**config.mk**
```make
export PLATFORM = sky130hd
export DESIGN_NAME = ser10_top
export DESIGN_NICKNAME = d
export VERILOG_FILES = /design/src/rtl/ser10_pkg.sv /design/src/rtl/ser10_wordctr.sv /design/src/rtl/ser10_shifter.sv /design/src/rtl/ser10_lbmux.sv /design/src/rtl/ser10_top.sv
export SDC_FILE = /design/constraint.sdc
export NUM_CORES = 1
export LEC_CHECK = 0
export BUFFER_PORTS_ARGS = -buffer_cell sky130_fd_sc_hd__buf_2
export CORE_UTILIZATION = 30
export DETAILED_ROUTE_END_ITERATION = 16
export PLACE_DENSITY = 0.54
export SYNTH_ARGS = -nofsm -noshare
export SYNTH_HDL_FRONTEND = slang
export SYNTH_SLANG_ARGS = --single-unit
```
**constraint.sdc**
```tcl
create_clock -name clk -period 1.45 [get_ports clk]
set_input_delay 0.0725 -clock clk [delete_from_list [all_inputs] [get_ports clk]]
set_output_delay 0.0725 -clock clk [all_outputs]
set_load 0.03 [all_outputs]
```
**src/rtl/ser10_pkg.sv**
```systemverilog
package ser10_pkg;

  localparam int unsigned SER_WORD_W = 10;

  // Next value of a counter that wraps at n.
  function automatic int unsigned wrap_next(int unsigned c, int unsigned n);
    return (c + 1 >= n) ? 0 : c + 1;
  endfunction

  // Capture happens when the count sits at zero.
  function automatic bit is_capture(int unsigned c);
    return c == 0;
  endfunction

endpackage

```
**src/rtl/ser10_wordctr.sv**
```systemverilog
module ser10_wordctr #(
  parameter int unsigned WORD_W = ser10_pkg::SER_WORD_W
) (
  input  logic clk,
  input  logic rst,
  output logic tick
);
  localparam int unsigned CW = (WORD_W > 1) ? $clog2(WORD_W) : 1;

  logic [CW-1:0] cnt;

  always_ff @(posedge clk) begin
    if (rst) cnt <= '0;
    else     cnt <= CW'(ser10_pkg::wrap_next(int'(cnt), WORD_W));
  end

  assign tick = ser10_pkg::is_capture(int'(cnt));
endmodule

```
**src/rtl/ser10_shifter.sv**
```systemverilog
module ser10_shifter #(
  parameter int unsigned WORD_W = ser10_pkg::SER_WORD_W
) (
  input  logic              clk,
  input  logic              rst,
  input  logic              load,
  input  logic [WORD_W-1:0] din,
  output logic              cur_bit,
  output logic              next_bit
);
  logic [WORD_W-1:0] sh;

  always_ff @(posedge clk) begin
    if (rst)       sh <= '0;
    else if (load) sh <= din;
    else           sh <= {1'b0, sh[WORD_W-1:1]};
  end

  assign cur_bit  = sh[0];
  assign next_bit = sh[1];
endmodule

```
**src/rtl/ser10_lbmux.sv**
```systemverilog
module ser10_lbmux (
  input  logic ser_bit,
  input  logic lpbk_en,
  input  logic rx_pin,
  output logic line_out,
  output logic lpbk_out,
  output logic rx_src
);
  always_comb begin
    line_out = lpbk_en ? 1'b0 : ser_bit;
    lpbk_out = lpbk_en ? ser_bit : 1'b0;
    rx_src   = lpbk_en ? ser_bit : rx_pin;
  end
endmodule

```
**src/rtl/ser10_top.sv**
```systemverilog
module ser10_top #(
  parameter int unsigned WORD_W = ser10_pkg::SER_WORD_W
) (
  input  logic              clk,
  input  logic              rst,
  input  logic [WORD_W-1:0] word_in,
  input  logic              lpbk_en,
  input  logic              rx_pin,
  output logic              word_tick,
  output logic              line_out,
  output logic              lpbk_out,
  output logic              rx_src
);
  // Named internal events, used by the bound checker.
  logic load_evt;
  logic ser_bit;
  logic next_bit;

  ser10_wordctr #(.WORD_W(WORD_W)) u_ctr (
    .clk (clk),
    .rst (rst),
    .tick(load_evt)
  );

  ser10_shifter #(.WORD_W(WORD_W)) u_sh (
    .clk     (clk),
    .rst     (rst),
    .load    (load_evt),
    .din     (word_in),
    .cur_bit (ser_bit),
    .next_bit(next_bit)
  );

  ser10_lbmux u_mux (
    .ser_bit (ser_bit),
    .lpbk_en (lpbk_en),
    .rx_pin  (rx_pin),
    .line_out(line_out),
    .lpbk_out(lpbk_out),
    .rx_src  (rx_src)
  );

  assign word_tick = load_evt;
endmodule

```
==> out/metrics.cfg <==
[status]
status=finished, final reports clean

[synth]
async_reset_ff_frac=0
synthTopCellsByArea=dfxtp_1 45%, mux2i_1 14%, ha_1 6.0%, nor2_1 5.4%, buf_6 3.6%
synth_top_area_frac=0.446
synth_edf_count=0
synth_seq_cells=14
synth_cell_type_count=24
synthFlopType=dfxtp_1
synth_top_cell_by_area=dfxtp_1
yosysWarnings=0
avgSynthCellArea_um2=10.6
syn_nets=76
synth_cells=59
ys_seq_area_frac=0.446
syn-cell-area_um2=628

[die]
die_h_um=47.8
core-area_um2=1960
std_cell_rows=16
io-pin-count=18
die_w_um=47.8
initial_utilization=0.320
dieArea_um2=2280

[timing]
hold_slack_ps=20.2
finalCritPeriodShare=0.962
clock.fmax_mhz=717
finalHoldViolCount=0
fin_skew_ps=4.07
finalMaxSlewViolations=0
setup_tns_ps=0
period_needed_ps=1400
worst_slew_pin_slew_ps=362
rsz0062_at_grt=true
setup_viol=0
max-slew-margin-rel=0.758

[finish]
layout-drive-gt1-share=0.402
most-common-layout-cells=16 x buf_2, 13 x dfxtp_1, 9 x mux2i_1, 9 x nor2_1
diodes=0
syn_to_final_growth_pct=32.5
num-nets-final=100
finalNonFillerCells=109
final_common_cell=buf_2

[placement]
hpwlAfterDp_um=756
place_inst=102
gp_congestion=0.685
numPortBuffers=17

[pwr]
swShare=0.257
ir_drop_mv=0.708
powerDensity_nw_per_um2=1130
p_clk_frac=0.296
power_mw=0.943
p_leak_nw=0.400
pwr-share-seq=0.459
p_int_mw=0.701
power_frac_comb=0.245
p_switching_mw=0.242

[critical_path]
arrival_ps=1320
required_ps=1380
reg2reg_to=u_ctr.cnt[0]
worstSetupStartpointType=flop
endpoint_kind=primary output
timing.rr.start=u_ctr.cnt[0]
ff2ff_setup_slack_ps=50
startpoint=u_ctr.cnt[0]
crit_type=reg -> out
worstRegToRegCells=4
endpoint=word_tick
worstPathMaxFanout=4

[global_route]
grt_max_degree=15
grt_pass1_wl_um=1570
overflow=0
grt.total_usage=0.103
grt_pass1_vias=372
antenna_found_initial=0

[cts]
clkSinkCount=14
htree_levels=1
clk_path_buf_depth=2
cts_buffers=3
cts_tree=done
clockRootBuffer=clkbuf_4
clkTransAtPathRegs_ps=90
clk_latency_ps=280

[flow_run]
maxCapViolations=0

[drt]
dr.pass1.iters=3
via_count=483
wirelength_um=1080
drtIter0Drc=8
post_drt_wl_per_cell_um=9.93
drc=0
antenna_left=0
via_per_inst=4.43

[worst_hold_path]
whs_path_depth=3
hp-class=in -> reg

==> critical path: stages (launching register included) <==
cell	delay, ps
dfxtp_1	360
inv_1	60
ha_1	200
nor3b_4	160
buf_12	140
buf_8	120
==> cell families (layout without fill, tap and decap cells) <==
| logic type | Yosys count | after routing | share of synthesized area |
|---|---|---|---|
| xor gates and xnor gates | 3 | 3 | 0.0418 |
| DFF | 14 | 14 | 0.446 |
| and+or+nand+nor | 19 | 19 | 0.173 |
| adders and majority gates | 3 | 3 | 0.0598 |
| muxes | 10 | 10 | 0.161 |
| buffers and inverters | 6 | 29 | 0.0598 |
| AOI/OAI and AO/OA | 4 | 4 | 0.0578 |
==> timing repair <==
| item | in CTS | in global routing |
|---|---|---|
| setup buffers | 2 | 1 |
| resized for setup | 3 | 5 |
| setup endpoints to repair | 1 | 9 |
| pin swaps | 0 | 0 |
| hold buffers | 0 | 0 |
==> synthesized netlist by cell type, types with 2 or more instances <==
library cell and n:
buf_6 2, dfxtp_1 14, ha_1 3, inv_1 3, mux2i_1 9, nor2_1 9
xor2_1 2
==> power groups by stage <==
stage	Sequential [mW]	Combinational (mW)	Clock, mW
final	0.433	0.231	0.279
after global routing	0.436	0.251	0.315
after CTS	0.432	0.212	0.293
after detailed placement	0.439	0.192	0
after global placement	0.439	0.190	0
after floorplan	0.438	0.135	0
==> sequential cells by signal, summed over array words and instances (netlist names) <==
name and cells:
u_ctr.cnt 4, u_sh.sh 10
==> metrics by stage <==
step / util / setup slack [ps] / instance area (µm²)
6_report: 0.424 / 55.0 / 832
3_5_place_dp: 0.381 / 47.9 / 748
2_1_floorplan: - / 50.2 / 628
5_1_grt: 0.424 / -10.4 / 832
3_3_place_gp: 0.381 / 101 / 748
4_1_cts: 0.413 / 1.47 / 810
==> how the worst min path moves through the flow <==
| stage | startpoint | end |
|---|---|---|
| 6_report | word_in[6] | u_sh.sh[6] |
| 3_3_place_gp | word_in[6] | u_sh.sh[6] |
| 5_1_grt | word_in[2] | u_sh.sh[2] |
| 4_1_cts | word_in[4] | u_sh.sh[4] |
| 2_1_floorplan | rst | u_ctr.cnt[2] |
| 3_5_place_dp | word_in[7] | u_sh.sh[7] |
==> metal layers <==
| layer | part of all wire | global-route usage | vias up | wire [µm] |
|---|---|---|---|---|
| met5 | 0 | 0 | - | 0 |
| met4 | 0 | 0.0333 | 0 | 0 |
| met3 | 0.059 | 0.0604 | 0 | 64 |
| met2 | 0.47 | 0.157 | 12 | 506 |
| met1 | 0.47 | 0.122 | 223 | 511 |
| li1 | - | - | 248 | - |
==> final cells by class <==
| cell class | instances | area (µm²) |
|---|---|---|
| clock buffer | 4 | 36.3 |
| fill | 228 | 1130 |
| inverter | 3 | 11.3 |
| multi-input combinational | 39 | 317 |
| sequential | 14 | 282 |
| tap | 27 | 33.8 |
| timing repair buffer | 22 | 153 |
Note: power is estimated with default switching activity, not from simulation.
